### config.mk
export PLATFORM = sky130hd
export DESIGN_NAME = prw_write_logic
export DESIGN_NICKNAME = d
export VERILOG_FILES = /design/src/rtl/prw_pkg.sv /design/src/rtl/prw_edge_qual.sv /design/src/rtl/prw_toa_reg.sv /design/src/rtl/prw_hitmap.sv /design/src/rtl/prw_packer.sv /design/src/rtl/prw_write_logic.sv
export SDC_FILE = /design/constraint.sdc
export NUM_CORES = 1
export LEC_CHECK = 0
export BUFFER_PORTS_ARGS = -buffer_cell sky130_fd_sc_hd__clkbuf_2
export CAP_MARGIN = 10
export CORE_UTILIZATION = 40
export DETAILED_ROUTE_END_ITERATION = 10
export PLACE_DENSITY = 0.69
export SLEW_MARGIN = 0
export SYNTH_ARGS = -nofsm -noshare
export SYNTH_HDL_FRONTEND = slang
export SYNTH_HIERARCHICAL = 1
export SYNTH_SLANG_ARGS = --single-unit
### constraint.sdc
create_clock -name clk -period 2.1 [get_ports clk]
set_input_delay 0.42 -clock clk [delete_from_list [all_inputs] [get_ports clk]]
set_output_delay 0.42 -clock clk [all_outputs]
set_load 0.03 [all_outputs]
### src/rtl/prw_pkg.sv
package prw_pkg;
    localparam int TOT_W = 4;

    typedef enum logic {
        EV_IDLE = 1'b0,
        EV_OPEN = 1'b1
    } ev_state_e;

    function automatic logic none_pending(input logic [63:0] map, input logic [63:0] rdy);
        return ((map & ~rdy) == 64'd0);
    endfunction
endpackage

### src/rtl/prw_edge_qual.sv
module prw_edge_qual #(
    parameter int NPIX = 4
) (
    input  logic [NPIX-1:0] redge,
    input  logic [NPIX-1:0] idle,
    output logic [NPIX-1:0] accepted,
    output logic            any_edge
);
    assign accepted = redge & idle;
    assign any_edge = |accepted;
endmodule

### src/rtl/prw_toa_reg.sv
module prw_toa_reg #(
    parameter int CNT_W = 8
) (
    input  logic             clk,
    input  logic             rst,
    input  logic             load,
    input  logic [CNT_W-1:0] count,
    output logic [CNT_W-1:0] toa
);
    always_ff @(posedge clk) begin
        if (rst)       toa <= '0;
        else if (load) toa <= count;
    end
endmodule

### src/rtl/prw_hitmap.sv
module prw_hitmap #(
    parameter int NPIX = 4
) (
    input  logic            clk,
    input  logic            rst,
    input  logic            clear,
    input  logic [NPIX-1:0] set_bits,
    output logic [NPIX-1:0] map
);
    always_ff @(posedge clk) begin
        if (rst || clear) map <= '0;
        else              map <= map | set_bits;
    end
endmodule

### src/rtl/prw_packer.sv
module prw_packer
    import prw_pkg::*;
#(
    parameter int NPIX  = 4,
    parameter int CNT_W = 8
) (
    input  logic                  clk,
    input  logic                  rst,
    input  logic                  fire,
    input  logic [CNT_W-1:0]      toa,
    input  logic [NPIX-1:0]       map,
    input  logic [NPIX*TOT_W-1:0] tot,
    output logic [CNT_W-1:0]      pkt_toa,
    output logic [NPIX-1:0]       pkt_hitmap,
    output logic [NPIX*TOT_W-1:0] pkt_tot
);
    logic [NPIX*TOT_W-1:0] tot_masked;

    for (genvar g = 0; g < NPIX; g++) begin : g_mask
        assign tot_masked[g*TOT_W +: TOT_W] = map[g] ? tot[g*TOT_W +: TOT_W] : '0;
    end

    always_ff @(posedge clk) begin
        if (rst) begin
            pkt_toa    <= '0;
            pkt_hitmap <= '0;
            pkt_tot    <= '0;
        end else if (fire) begin
            pkt_toa    <= toa;
            pkt_hitmap <= map;
            pkt_tot    <= tot_masked;
        end
    end
endmodule

### src/rtl/prw_write_logic.sv
module prw_write_logic
    import prw_pkg::*;
#(
    parameter int ROWS  = 2,
    parameter int COLS  = 2,
    parameter int CNT_W = 8,
    localparam int NPIX = ROWS * COLS
) (
    input  logic                  clk,
    input  logic                  rst,
    input  logic [NPIX-1:0]       pix_redge,
    input  logic [NPIX-1:0]       pix_idle,
    input  logic [NPIX-1:0]       pix_ready,
    input  logic [NPIX*TOT_W-1:0] pix_tot,
    input  logic [CNT_W-1:0]      bx_count,
    output logic                  redge_or,
    output logic                  wr_en,
    output logic                  ack,
    output logic [CNT_W-1:0]      pkt_toa,
    output logic [NPIX-1:0]       pkt_hitmap,
    output logic [NPIX*TOT_W-1:0] pkt_tot
);
    ev_state_e        st_q;
    logic [NPIX-1:0]  acc_edge;
    logic             any_edge;
    logic [NPIX-1:0]  map_q;
    logic [CNT_W-1:0] toa_q;
    logic             fire;
    logic             open_evt;
    logic             ev_open;
    logic [NPIX-1:0]  map_set;
    logic             strobe_q;

    prw_edge_qual #(.NPIX(NPIX)) i_qual (
        .redge    (pix_redge),
        .idle     (pix_idle),
        .accepted (acc_edge),
        .any_edge (any_edge)
    );

    assign ev_open  = (st_q == EV_OPEN);
    assign fire     = ev_open && none_pending(64'(map_q), 64'(pix_ready));
    assign open_evt = !ev_open && any_edge;
    assign map_set  = fire ? '0 : acc_edge;

    prw_toa_reg #(.CNT_W(CNT_W)) i_toa (
        .clk   (clk),
        .rst   (rst),
        .load  (open_evt),
        .count (bx_count),
        .toa   (toa_q)
    );

    prw_hitmap #(.NPIX(NPIX)) i_map (
        .clk      (clk),
        .rst      (rst),
        .clear    (fire),
        .set_bits (map_set),
        .map      (map_q)
    );

    prw_packer #(.NPIX(NPIX), .CNT_W(CNT_W)) i_pack (
        .clk        (clk),
        .rst        (rst),
        .fire       (fire),
        .toa        (toa_q),
        .map        (map_q),
        .tot        (pix_tot),
        .pkt_toa    (pkt_toa),
        .pkt_hitmap (pkt_hitmap),
        .pkt_tot    (pkt_tot)
    );

    always_ff @(posedge clk) begin
        if (rst) begin
            st_q     <= EV_IDLE;
            strobe_q <= 1'b0;
        end else begin
            strobe_q <= fire;
            if (fire)          st_q <= EV_IDLE;
            else if (open_evt) st_q <= EV_OPEN;
        end
    end

    assign redge_or = any_edge;
    assign wr_en    = strobe_q;
    assign ack      = strobe_q;
endmodule

==> impl_metrics.env, run 1 <==
export IMPL_status="complete, no violations"
export IMPL_drc_errors=0
export IMPL_grt_overflow=0
export IMPL_hold_viol=0
export IMPL_synth_avg_cell_area_um2=10.1
export IMPL_synth_area_top_cells="dfxtp_1 51%, mux2i_1 12%, nand2b_1 6.0%"
export IMPL_reg2reg_depth=6
export IMPL_postSynthCellCount=165
export IMPL_worst_pin_slew_ns=0.921
export IMPL_postRouteAntennaNets=0
export IMPL_grt_pass1_vias=1205
export IMPL_die_x_um=66.5
export IMPL_synth_cell_types=24
export IMPL_hold_end="i_toa/toa[2]"
export IMPL_drv_cap=0
export IMPL_crit_fanout=3
export IMPL_p_total_mw=1.68
export IMPL_synth_warnings=6
export IMPL_required_ns=1.68
export IMPL_switchingPower_mw=0.443
export IMPL_clockBufferDepth=2
export IMPL_dp_hpwl_um=2340
export IMPL_muxShareOfSynthArea_pct=12.0
export IMPL_cts_hold_fix_buffers=0
export IMPL_drt_initial_drc_count=29
export IMPL_rows=23
export IMPL_fin_util_pct=52.9
export IMPL_p_clk_share_pct=31.0
export IMPL_cts_resized=0
export IMPL_cts_made_buffers=5
export IMPL_dp_cells=279
export IMPL_power_leakage_nw=0.952
export IMPL_cp_end_kind="output pin"
export IMPL_h_tree_depth=2
export IMPL_wl_per_cell_um=11.5
export IMPL_diodes=0
export IMPL_crit_type="input port to output pin"
export IMPL_io_pins=69
export IMPL_grt_pass1_wl_um=5340
export IMPL_skew_ns=0.00513
export IMPL_internal_power_mw=1.23
export IMPL_insertion_delay_ns=0.28
export IMPL_power_frac_comb_pct=17.4
export IMPL_hold_path_class="input port to register"
export IMPL_instances_no_fill=287
export IMPL_critPathArrivalTime_ns=1.42
export IMPL_cp_start_kind="input port"
export IMPL_power_density_nw_per_um2=793
export IMPL_synth_seq_cells=42
export IMPL_final_min_clock_period_ns=1.84
export IMPL_hold_path_depth=3
export IMPL_synth_top_area_share_pct=50.6
export IMPL_final_layout_size_suffix_gt1_share_pct=36.7
export IMPL_synth_compound_area_share_pct=10.5
export IMPL_ir_drop_mv=0.480
export IMPL_p_sw_share_pct=26.4
export IMPL_grt_max_degree=30
export IMPL_yosysSeqAreaShare_pct=50.6
export IMPL_portBuffers=68
export IMPL_fill_cells=381
export IMPL_r2r_start="i_map/map[3]"
export IMPL_synth_top_family_by_area="simple AND/OR/NAND/NOR gates"
export IMPL_rsz0062_at_grt="no"
export IMPL_antenna_found_initial=0
export IMPL_syn_area_um2=1660
export IMPL_fmax_mhz=544
export IMPL_clkSinkCount=42
export IMPL_multi_input_area_um2=724
export IMPL_yosys_area_share_simple_pct=21.0
export IMPL_grt_usage_pct=15.9
export IMPL_synth_nets=203
export IMPL_die_y_um=66.5
export IMPL_synthXorXnorAreaFrac_pct=0
export IMPL_dr_pass1_iters=4
export IMPL_setup_viol=0
export IMPL_clk_pin_slew_worst_paths_ns=0.08
export IMPL_yosysTopAreaCell="dfxtp_1"
export IMPL_die_area_um2=4420
export IMPL_final_cell_mix="68 x clkbuf_2, 42 x dfxtp_1, 21 x nor2_1, 20 x mux2i_1"
export IMPL_layout_area_overhead_vs_synth_pct=27.2
export IMPL_final_common_cell="clkbuf_2"
export IMPL_drv_slew=0
export IMPL_core_area_um2=4000
export IMPL_min_delay_start="bx_count[2]"
export IMPL_yosys_area_share_adder_pct=0
export IMPL_period_share_pct=87.5
export IMPL_area_sequential_um2=841
export IMPL_routabilityCongestion=0.629
export IMPL_maxSlewHeadroom_pct=38.5
export IMPL_regToRegSetupSlack_ns=0.42
export IMPL_ctsRootBufferMaster="clkbuf_8"
export IMPL_rr_endpoint="i_pack/pkt_toa[3]"
export IMPL_cts_tree="done"
export IMPL_wirelength_um=3300
export IMPL_vias=1337
export IMPL_viasPerCell=4.66
export IMPL_nets=274
export IMPL_post_cts_buffers=0
export IMPL_finalSetupTns_ns=0
export IMPL_seq_power_share_pct=51.5
export IMPL_start_util_pct=41.6
## through the flow
stage	hold slack (ns)	area, um2	worst slack (ns)
3_3_place_gp	0.453	2020	0.175
4_1_cts	0.366	2120	0.260
5_1_grt	0.379	2120	0.231
3_5_place_dp	0.461	2020	0.112
6_report	0.375	2120	0.262
2_1_floorplan	0.460	1660	0.185
## power groups by stage
stage          Combinational (mW)  Sequential [mW]  Clock, mW
2_1_floorplan               0.197            0.913          0
3_3_place_gp                0.292            0.882          0
3_5_place_dp                0.295            0.883          0
4_1_cts                     0.296            0.865      0.545
5_1_grt                     0.321            0.871      0.574
6_report                    0.293            0.864      0.521
## flip-flops by register name, indices dropped and copies added, names as in the netlist
register	cells
i_pack/pkt_hitmap	4
ev_open	1
ack	1
i_map/map	4
i_pack/pkt_tot	16
i_pack/pkt_toa	8
i_toa/toa	8
## how the worst max path moves through the flow
stage	startpoint	endpoint	slack, ns	depth (start not counted)
floorplan	pix_redge[2]	i_toa/toa[0]	0.19	6
global placement	pix_redge[0]	i_toa/toa[5]	0.17	6
detailed placement	pix_redge[0]	i_toa/toa[5]	0.11	6
CTS	pix_redge[2]	redge_or	0.26	4
global route	pix_redge[0]	redge_or	0.23	4
finish	pix_redge[2]	redge_or	0.26	4
## critical path: stages
cell	delay (ns)
clkbuf_2	0.08
and2_4	0.14
or4_1	0.56
clkbuf_2	0.21
## layout make-up
class                   instances  share of cell area [%]
flip-flops and latches         42                    39.7
well taps                      50                    2.96
inverters                       1                   0.177
multi-input cells             111                    34.2
clock inverters                 1                   0.237
clock buffers                   7                    4.08
repair buffers                 75                    18.6
## synth_stat cells
| cell type | number |
|---|---|
| buf_8 | 1 |
| a21oi_1 | 16 |
| nand2b_1 | 16 |
| or4_1 | 1 |
| and2_2 | 1 |
| a21boi_0 | 4 |
| a2111oi_4 | 1 |
| dfxtp_1 | 42 |
| nor2_2 | 1 |
| nand3_1 | 16 |
| buf_1 | 1 |
| nor2b_4 | 1 |
| buf_6 | 4 |
| mux2i_1 | 20 |
| and2_1 | 3 |
| and3b_1 | 1 |
| inv_1 | 1 |
| a211oi_1 | 1 |
| nor2b_1 | 3 |
| and2_4 | 1 |
| nor2_1 | 21 |
| buf_4 | 2 |
| buf_2 | 3 |
| o21a_1 | 4 |
## kinds of logic after synthesis
kind of cell,count (synthesis)
mux,20
compound gates,26
buf+inv,12
simple gates,65
flops,42
## layer usage
layer | up-vias | track usage [%] | wire length, um
met2 | 56 | 24.6 | 1360
met4 | 0 | 4.79 | 0
li1 | 697 | - | -
met5 | - | 0 | 0
met3 | 0 | 6.16 | 335
met1 | 584 | 20.3 | 1610
No activity file was read; power rests on OpenSTA's default activity.
==> inputs of run 2 (changes only) <==
SETUP_SLACK_MARGIN = 0.5   (was not set)
==> run 2 against run 1 <==
Sequential cell count stayed put. Highest routed layer unchanged. Clock power grew 18%. Register-to-register slack about the same. Clock skew about the same. Clock-buffer cell count decreased by 2. Sequential power rose by 0.5%.
==> impl_metrics.env, run 2 (synthesis results as in run 1) <==
export IMPL_final_cell_mix="67 x clkbuf_2, 40 x dfxtp_1, 21 x nor2_1, 20 x mux2i_1, 13 x nand3_1"
export IMPL_nets=282
export IMPL_cts_tree="done"
export IMPL_grt_usage_pct=15.6
export IMPL_wirelength_um=3730
export IMPL_grt_overflow=0
export IMPL_dp_hpwl_um=2370
export IMPL_grt_pass1_wl_um=5160
export IMPL_start_util_pct=41.6
export IMPL_wl_per_cell_um=12.6
export IMPL_worst_pin_slew_ns=0.573
export IMPL_h_tree_depth=2
export IMPL_final_layout_size_suffix_gt1_share_pct=46.1
export IMPL_critPathMaxStageDelay_ns=0.54
export IMPL_hold_path_class="input port to register"
export IMPL_period_share_pct=83.7
export IMPL_power_leakage_nw=1.07
export IMPL_die_x_um=66.5
export IMPL_portBuffers=68
export IMPL_crit_fanout=2
export IMPL_antenna_found_initial=0
export IMPL_required_ns=1.68
export IMPL_ctsRootBufferMaster="clkbuf_8"
export IMPL_power_density_nw_per_um2=795
export IMPL_cts_made_buffers=5
export IMPL_fin_util_pct=59.9
export IMPL_drt_initial_drc_count=43
export IMPL_drv_cap=0
export IMPL_core_area_um2=4000
export IMPL_die_area_um2=4420
export IMPL_rsz0062_at_grt="yes"
export IMPL_routed_wl_met3_um=265
export IMPL_critPathArrivalTime_ns=1.34
export IMPL_grt_max_degree=28
export IMPL_clk_pin_slew_worst_paths_ns=0.08
export IMPL_maxSlewHeadroom_pct=61.8
export IMPL_cp_start_kind="input port"
export IMPL_postRouteAntennaNets=0
export IMPL_crit_path_top_delay_cell="or4_4"
export IMPL_rows=23
export IMPL_largest_register_ffs=16
export IMPL_top_register="i_pack/pkt_tot"
export IMPL_hold_worst_slack_ns=0.371
export IMPL_routed_wl_met2_um=1820
export IMPL_hold_viol=0
export IMPL_insertion_delay_ns=0.29
export IMPL_vias=1410
export IMPL_clkSinkCount=42
export IMPL_viasPerCell=4.78
export IMPL_cp_end_kind="output pin"
export IMPL_final_common_cell="clkbuf_2"
export IMPL_status="complete, no violations"
export IMPL_reg_top3="i_pack/pkt_tot (16), i_pack/pkt_toa (8), i_toa/toa (8)"
export IMPL_drc_errors=0
export IMPL_setup_viol=0
export IMPL_skew_ns=0.00463
export IMPL_layout_area_overhead_vs_synth_pct=44.0
export IMPL_crit_type="input port to output pin"
export IMPL_finalSetupTns_ns=0
export IMPL_routabilityCongestion=0.686
export IMPL_wl_met1_um=1640
export IMPL_diodes=0
export IMPL_final_min_clock_period_ns=1.76
export IMPL_fmax_mhz=569
export IMPL_clockBufferDepth=2
export IMPL_drv_slew=0
export IMPL_routed_top_layer="met3"
export IMPL_grt_pass1_vias=1167
export IMPL_crit_chain="clkbuf_2 -> and2_4 -> or4_4 -> buf_8"
export IMPL_die_y_um=66.5
export IMPL_dr_pass1_iters=4
export IMPL_ir_drop_mv=0.514
export IMPL_io_pins=69
run 2: per-layer routing:
metal / track usage, % / vias up
li1: - / 717
met5: 0 / -
met1: 18.7 / 640
met2: 25.8 / 53
met4: 5.59 / 0
met3: 5.48 / 0
run 2: final timing paths:
check	startpoint	to	slack, ns	depth (start not counted)
worst min-delay path	bx_count[5]	i_toa/toa[5]	0.37	3
worst min register to register	i_pack/pkt_tot[0]	i_pack/pkt_tot[0]	0.47	2
worst max register to register	i_map/map[0]	i_pack/pkt_toa[5]	0.43	6
worst max-delay path	pix_idle[1]	redge_or	0.34	4
run 2: stage by stage:
step	power (mW)	setup WS, ns	instances	instance area (um2)
3_3_place_gp	1.18	0.308	278	2030
4_1_cts	1.82	0.329	287	2170
6_report	1.90	0.343	295	2390
3_5_place_dp	1.18	0.283	278	2030
2_1_floorplan	1.12	0.345	165	1680
5_1_grt	1.99	0.330	295	2390
run 2: repair_timing:
action                                  in CTS  in global routing
endpoints found under the hold margin        0                  0
hold buffers                                 0                  0
cloned                                       0                  6
pin swaps                                    2                  8
resized for setup                            7                 19
endpoints found under the setup margin      22                 31
setup buffers                                1                  2
run 2: area by class of cell:
class | count | area [um2]
Inverter | 1 | 3.75
Tap cell | 50 | 62.6
Timing Repair Buffer | 83 | 569
Sequential cell | 42 | 843
Fill cell | 340 | 1610
Clock buffer | 5 | 68.8
Multi-Input combinational cell | 111 | 807
Clock inverter | 3 | 40.0
run 2: critical path, delay by kind of cell:
kind	cells	cell delay, ns
AND/OR/NAND/NOR	2	0.68
buffers and inverters	2	0.23
run 2: power by group:
group / switching, mW / leakage [nW] / total, mW / internal [mW]
Clock: 0.266 / 0.0579 / 0.616 / 0.350
Combinational: 0.190 / 0.668 / 0.420 / 0.229
Sequential: 0.0311 / 0.342 / 0.868 / 0.836
